$ cat config.mk
export PLATFORM = sky130hd
export DESIGN_NAME = pal_frame_load_seq
export DESIGN_NICKNAME = d
export VERILOG_FILES = /design/src/rtl/lps_pkg.sv /design/src/rtl/lps_palette_ram.sv /design/src/rtl/lps_frame_gate.sv /design/src/rtl/lps_load_ctrl.sv /design/src/rtl/pal_frame_load_seq.sv
export SDC_FILE = /design/constraint.sdc
export NUM_CORES = 2
export LEC_CHECK = 0
export BUFFER_PORTS_ARGS = -buffer_cell sky130_fd_sc_hd__buf_2
export CAP_MARGIN = 0
export CORE_ASPECT_RATIO = 1.4
export CORE_UTILIZATION = 45
export DETAILED_ROUTE_END_ITERATION = 10
export HOLD_SLACK_MARGIN = 0.05
export PLACE_DENSITY_LB_ADDON = 0.3
export SETUP_SLACK_MARGIN = 0.4
export SLEW_MARGIN = 20
export SYNTH_ARGS = -nofsm -noshare
export SYNTH_HDL_FRONTEND = slang
export SYNTH_SLANG_ARGS = --single-unit
$ cat constraint.sdc
create_clock -name clk -period 5.3 [get_ports clk]
set_input_delay 0.53 -clock clk [delete_from_list [all_inputs] [get_ports clk]]
set_output_delay 0.53 -clock clk [all_outputs]
set_load 0.03 [all_outputs]
$ cat src/rtl/lps_pkg.sv
package lps_pkg;

    typedef enum logic [1:0] {
        LM_BOTH  = 2'd0,
        LM_PAL   = 2'd1,
        LM_FRAME = 2'd2,
        LM_RSVD  = 2'd3
    } load_mode_e;

    typedef enum logic [1:0] {
        ST_IDLE,
        ST_PAL,
        ST_FRAME,
        ST_HOLD
    } seq_state_e;

    localparam logic [3:0] MAX_CODE = 4'd4;

    // number of 16-bit table entries implied by a depth code
    function automatic logic [15:0] entries_for_code(input logic [3:0] code);
        case (code)
            4'd3:    return 16'd256;
            4'd4:    return 16'd16;
            default: return 16'd128;
        endcase
    endfunction

    function automatic logic code_supported(input logic [3:0] code);
        return code <= MAX_CODE;
    endfunction

endpackage

$ cat src/rtl/lps_palette_ram.sv
module lps_palette_ram #(
    parameter int DEPTH  = 256,
    parameter int WIDTH  = 12,
    parameter int ADDR_W = $clog2(DEPTH)
) (
    input  logic              clk,
    input  logic              we_a,
    input  logic [ADDR_W-1:0] addr_a,
    input  logic [WIDTH-1:0]  data_a,
    input  logic              we_b,
    input  logic [ADDR_W-1:0] addr_b,
    input  logic [WIDTH-1:0]  data_b,
    input  logic [ADDR_W-1:0] rd_addr,
    output logic [WIDTH-1:0]  rd_data
);
    logic [WIDTH-1:0] mem [DEPTH];

    always_ff @(posedge clk) begin
        if (we_a) mem[addr_a] <= data_a;
        if (we_b) mem[addr_b] <= data_b;
    end

    assign rd_data = mem[rd_addr];
endmodule

$ cat src/rtl/lps_frame_gate.sv
module lps_frame_gate #(
    parameter int DATA_W = 32
) (
    input  logic              active,
    input  logic [DATA_W-1:0] in_data,
    input  logic              in_valid,
    output logic              in_ready,
    output logic [DATA_W-1:0] out_data,
    output logic              out_valid,
    input  logic              out_ready
);
    assign out_data  = in_data;
    assign out_valid = active & in_valid;
    assign in_ready  = active & out_ready;
endmodule

$ cat src/rtl/lps_load_ctrl.sv
module lps_load_ctrl
    import lps_pkg::*;
#(
    parameter int DATA_W  = 32,
    parameter int COLOR_W = 12,
    parameter int DEPTH   = 256,
    localparam int ADDR_W = $clog2(DEPTH),
    localparam int CNT_W  = $clog2(DEPTH / 2 + 2),
    localparam int IDX_W  = CNT_W + 1
) (
    input  logic               clk,
    input  logic               rst,
    input  logic               enable,
    input  logic [1:0]         load_mode,
    input  logic               stat_clr,
    input  logic [DATA_W-1:0]  s_data,
    input  logic               s_valid,
    output logic               pal_ready,
    output logic               frame_active,
    output logic               we_a,
    output logic [ADDR_W-1:0]  addr_a,
    output logic [COLOR_W-1:0] data_a,
    output logic               we_b,
    output logic [ADDR_W-1:0]  addr_b,
    output logic [COLOR_W-1:0] data_b,
    output logic [2:0]         bpp_code,
    output logic               pal_loaded,
    output logic               load_err
);
    seq_state_e       state_q;
    load_mode_e       mode_q;
    logic [CNT_W-1:0] cnt_q;
    logic [3:0]       code_q;
    logic             loaded_q, err_q;

    logic [3:0]       code_in;
    logic             code_ok, pal_acc, last_word;
    logic [15:0]      n_ent;
    logic [IDX_W-1:0] idx_lo, idx_hi;

    assign code_in   = (cnt_q == '0) ? s_data[15:12] : code_q;
    assign code_ok   = code_supported(code_in);
    assign n_ent     = entries_for_code(code_in);
    assign pal_ready = enable && (state_q == ST_PAL);
    assign pal_acc   = pal_ready && s_valid;
    assign last_word = pal_acc && code_ok && (16'(cnt_q) == (n_ent >> 1));

    assign idx_lo = {cnt_q, 1'b0};
    assign idx_hi = {cnt_q, 1'b1};

    assign we_a   = pal_acc && code_ok && (16'(idx_lo) < n_ent) && (int'(idx_lo) < DEPTH);
    assign we_b   = pal_acc && code_ok && (16'(idx_hi) < n_ent) && (int'(idx_hi) < DEPTH);
    assign addr_a = idx_lo[ADDR_W-1:0];
    assign addr_b = idx_hi[ADDR_W-1:0];
    assign data_a = s_data[COLOR_W-1:0];
    assign data_b = s_data[16 +: COLOR_W];

    assign frame_active = enable && (state_q == ST_FRAME);
    assign pal_loaded   = loaded_q;
    assign load_err     = err_q;
    assign bpp_code     = code_q[2:0];

    always_ff @(posedge clk) begin
        if (rst) begin
            state_q  <= ST_IDLE;
            mode_q   <= LM_BOTH;
            cnt_q    <= '0;
            code_q   <= '0;
            loaded_q <= 1'b0;
            err_q    <= 1'b0;
        end else if (!enable) begin
            state_q  <= ST_IDLE;
            cnt_q    <= '0;
            loaded_q <= 1'b0;
            err_q    <= 1'b0;
        end else begin
            if (stat_clr && mode_q == LM_PAL)
                loaded_q <= 1'b0;
            case (state_q)
                ST_IDLE: begin
                    mode_q  <= load_mode_e'(load_mode);
                    cnt_q   <= '0;
                    state_q <= (load_mode_e'(load_mode) == LM_FRAME) ? ST_FRAME : ST_PAL;
                end
                ST_PAL: begin
                    if (pal_acc) begin
                        if (!code_ok) begin
                            err_q   <= 1'b1;
                            state_q <= ST_HOLD;
                        end else begin
                            if (cnt_q == '0)
                                code_q <= code_in;
                            if (last_word) begin
                                loaded_q <= 1'b1;
                                state_q  <= (mode_q == LM_PAL) ? ST_HOLD : ST_FRAME;
                            end else begin
                                cnt_q <= cnt_q + 1'b1;
                            end
                        end
                    end
                end
                default: ;
            endcase
        end
    end
endmodule

$ cat src/rtl/pal_frame_load_seq.sv
module pal_frame_load_seq #(
    parameter int DATA_W  = 32,
    parameter int COLOR_W = 12,
    parameter int DEPTH   = 256,
    localparam int ADDR_W = $clog2(DEPTH)
) (
    input  logic               clk,
    input  logic               rst,
    input  logic               enable,
    input  logic [1:0]         load_mode,
    input  logic               pal_irq_en,
    input  logic               stat_clr,
    input  logic [DATA_W-1:0]  s_data,
    input  logic               s_valid,
    output logic               s_ready,
    output logic [DATA_W-1:0]  m_data,
    output logic               m_valid,
    input  logic               m_ready,
    input  logic [ADDR_W-1:0]  rd_addr,
    output logic [COLOR_W-1:0] rd_data,
    output logic [2:0]         bpp_code,
    output logic               pal_loaded,
    output logic               pal_irq,
    output logic               load_err
);
    logic               pal_ready, frame_active, frame_ready;
    logic               we_a, we_b;
    logic [ADDR_W-1:0]  addr_a, addr_b;
    logic [COLOR_W-1:0] data_a, data_b;

    lps_load_ctrl #(.DATA_W(DATA_W), .COLOR_W(COLOR_W), .DEPTH(DEPTH)) ctrl_i (
        .clk(clk), .rst(rst), .enable(enable), .load_mode(load_mode),
        .stat_clr(stat_clr), .s_data(s_data), .s_valid(s_valid),
        .pal_ready(pal_ready), .frame_active(frame_active),
        .we_a(we_a), .addr_a(addr_a), .data_a(data_a),
        .we_b(we_b), .addr_b(addr_b), .data_b(data_b),
        .bpp_code(bpp_code), .pal_loaded(pal_loaded), .load_err(load_err)
    );

    lps_palette_ram #(.DEPTH(DEPTH), .WIDTH(COLOR_W)) ram_i (
        .clk(clk), .we_a(we_a), .addr_a(addr_a), .data_a(data_a),
        .we_b(we_b), .addr_b(addr_b), .data_b(data_b),
        .rd_addr(rd_addr), .rd_data(rd_data)
    );

    lps_frame_gate #(.DATA_W(DATA_W)) gate_i (
        .active(frame_active), .in_data(s_data), .in_valid(s_valid),
        .in_ready(frame_ready), .out_data(m_data), .out_valid(m_valid),
        .out_ready(m_ready)
    );

    assign s_ready = pal_ready | frame_ready;
    assign pal_irq = pal_loaded & pal_irq_en;
endmodule

==> results.tsv <==
metric	value	unit
status	complete, no violations	
critical path peak fanout	47	
Post-Synthesis Net Count	5363	
PnR Total Power	49.9	mW
port buffer count	92	
sequential cell area fraction in the yosys report	78.3	%
share of layout cells above drive strength 1	29.4	%
Layout area overhead	13.7	%
Mapped Avg Cell Area	22.3	um2
vias per std cell	6.16	
CTS Buf Count	289	
Period Utilization, post-route	93.2	%
Slew HR	20.7	%
crit path time final	4.94	ns
DRT Wirelength	321000	um
CTS clock-pin slew for the worst setup and hold paths	0.07	ns
Skew-Pair Late Insertion Delay	0.86	ns
main flop type after synthesis	edfxtp_1	
Synth Instances	5309	
core area	261000	um2
Worst Hold End	ram_i.mem[90][7]	
router iterations before antenna repair	7	
Initial Utilization	45.3	%
Total Routing Usage GR	23.9	%
most frequent cell after synthesis	edfxtp_1	
synth warn	0	
vias post-DR	58200	
Hold Path Class	in -> reg	
I/O pin count	101	
CTS root buffer	clkbuf_16	
Pwr Density	371	nW/um2
placer congestion estimate	0.872	
Yosys top cell by area	edfxtp_1	
Post-Syn Area	118000	um2
reg2reg start	ctrl_i.cnt_q[0]	
Die ar.	265000	um2
Iteration-0 DRC Markers	7146	
leakage	42.2	nW
first-pass GRT wire length	448000	um
final hold violations	0	
number of enable flip-flop cells after synthesis	3072	
CTS Sinks	3090	
post-route ant nets	0	
Synth top area share	78.0	%
Yosys reg bits	3090	
Post-synth top cells	edfxtp_1, mux4_2, a22oi_1	
Hold WS	0.131	ns
gr ovfl total	0	
worst reg2reg path depth	15	
worst slew pin tran	1.19	ns
clk buf depth	4	
max_cap viols	0	
Reg2Reg Setup Slack	0.73	ns
Startpoint Class	input pin	
Synth area leaders	edfxtp_1, mux4_2, a22oi_1	
Worst EP required	4.77	ns
Nets	5821	
CP arrival	4.41	ns
Final setup viols	0	
pin count of the biggest net entering global routing	114	
Fin Clk Skew	0.0586	ns
f_max	203	MHz
fin. max-slew vios	0	
VDD IR max	0.000239	V
min-delay src	s_data[7]	
number of fill cells	20000	
htree depth	5	
CTS tree	done	
routed len/inst	33.9	um
WS Path Type	in -> out	
Die Y	609	um
DP HPWL	192000	um
antenna violations before repair	8	
Unique masters post-synth	59	
asr flop ratio synth	0	%
endpoint class of the critical path	output pin	
RSZ-0062 raised after global routing	false	
Hold Path Depth	1	
drc violations	0	
DIE WIDTH	435	um
vias in the first global route	58600	
r2r endpoint	ram_i.mem[180][10]	
site row count	222	
registers in the layout, indices dropped and copies added, names as in the netlist:
register / cells
ram_i.mem: 3072
ctrl_i.cnt_q: 8
ctrl_i.load_err: 1
ctrl_i.state_q: 2
ctrl_i.code_q: 4
ctrl_i.mode_q: 2
ctrl_i.pal_loaded: 1
area by class of cell:
type	count	area [um2]	share of cell area, %
diodes	1	2.50	0.00186
clock buffers	364	7770	5.77
clock inverters	146	1260	0.937
inverters	7	26.3	0.0195
multi-input cells	1873	24200	18.0
flip-flops and latches	3090	92600	68.8
well taps	3472	4340	3.23
repair buffers	506	4370	3.24
metal layers:
metal	routed length, um	global-route usage (%)
met1	119000	31.0
met2	164000	40.7
met3	23300	3.16
met4	14900	9.96
met5	0	0
per-stage QoR:
step           instances  utilization (%)  TNS [ns]  area (um2)  setup WS, ns
2_1_floorplan       5309                -         0      118000         0.997
3_3_place_gp        8933             48.0    -0.403      125000        -0.231
3_5_place_dp        8935             48.0         0      125000         0.362
4_1_cts             9457             51.5         0      135000         0.463
5_1_grt             9459             51.5         0      135000         0.403
6_report            9459             51.5         0      135000         0.363
how the worst max path moves through the flow:
stage / from / cells past startpoint / slack, ns / to
after CTS: rd_addr[0] / 10 / 0.46 / rd_data[2]
after global routing: ctrl_i.cnt_q[0] / 15 / 0.40 / ram_i.mem[192][4]
final: rd_addr[0] / 11 / 0.36 / rd_data[0]
after floorplan: ctrl_i.cnt_q[0] / 14 / 1.0 / ram_i.mem[210][0]
after global placement: rd_addr[0] / 9 / -0.23 / rd_data[1]
after detailed placement: rd_addr[0] / 11 / 0.36 / rd_data[3]
where the power goes:
group / internal (mW) / total, mW / switching, mW
clock network: 11.4 / 20.3 / 8.83
logic: 0.912 / 2.81 / 1.89
registers: 26.9 / 26.9 / 0.00458
worst max-delay path, stage by stage:
cell and delay (ns):
buf_12 0.39, buf_12 0.31, buf_4 0.23, mux2i_1 0.11, o221ai_1 0.31, o22ai_1 0.12
a211oi_1 0.94, nor4_2 0.33, nor4_1 0.62, buf_4 0.22, buf_2 0.19
kinds of logic after synthesis:
kind of cell | after synthesis | share of synthesized area, %
buffers and inverters | 346 | 1.69
XOR/XNOR | 7 | 0.0518
AO/OA/AOI/OAI | 544 | 3.27
adder cells (fa/ha/maj) | 5 | 0.0529
multiplexers | 880 | 14.9
flip-flops | 3090 | 78.3
AND/OR/NAND/NOR | 437 | 1.76
timing repair:
item	CTS	global route
hold buffers	12	0
pin swaps	0	0
endpoints found under the setup margin	1	280
endpoints found under the hold margin	23	0
buffers inserted	0	1
gates resized for setup	1	2
cell usage in the layout, fill, tap and decap left out, types with 13 or more instances in the layout:
cell type and n:
edfxtp_1 3072, mux4_2 706, buf_4 356, clkbuf_16 300
a22oi_1 240, mux2i_1 163, nor2_2 127, nand2_1 106
a21oi_1 85, o22ai_1 71, clkinv_1 70, buf_2 65
clkbuf_1 62, o221ai_1 48, buf_12 48, nor3_1 47
clkinv_2 37, a22o_1 36, nor4_1 28, a211oi_1 25
nor2_1 25, buf_6 23, bufinv_16 21, dfxtp_1 18
nor2b_1 17, o211ai_1 13, o21ai_0 13
No activity file was read; power rests on OpenSTA's default activity.
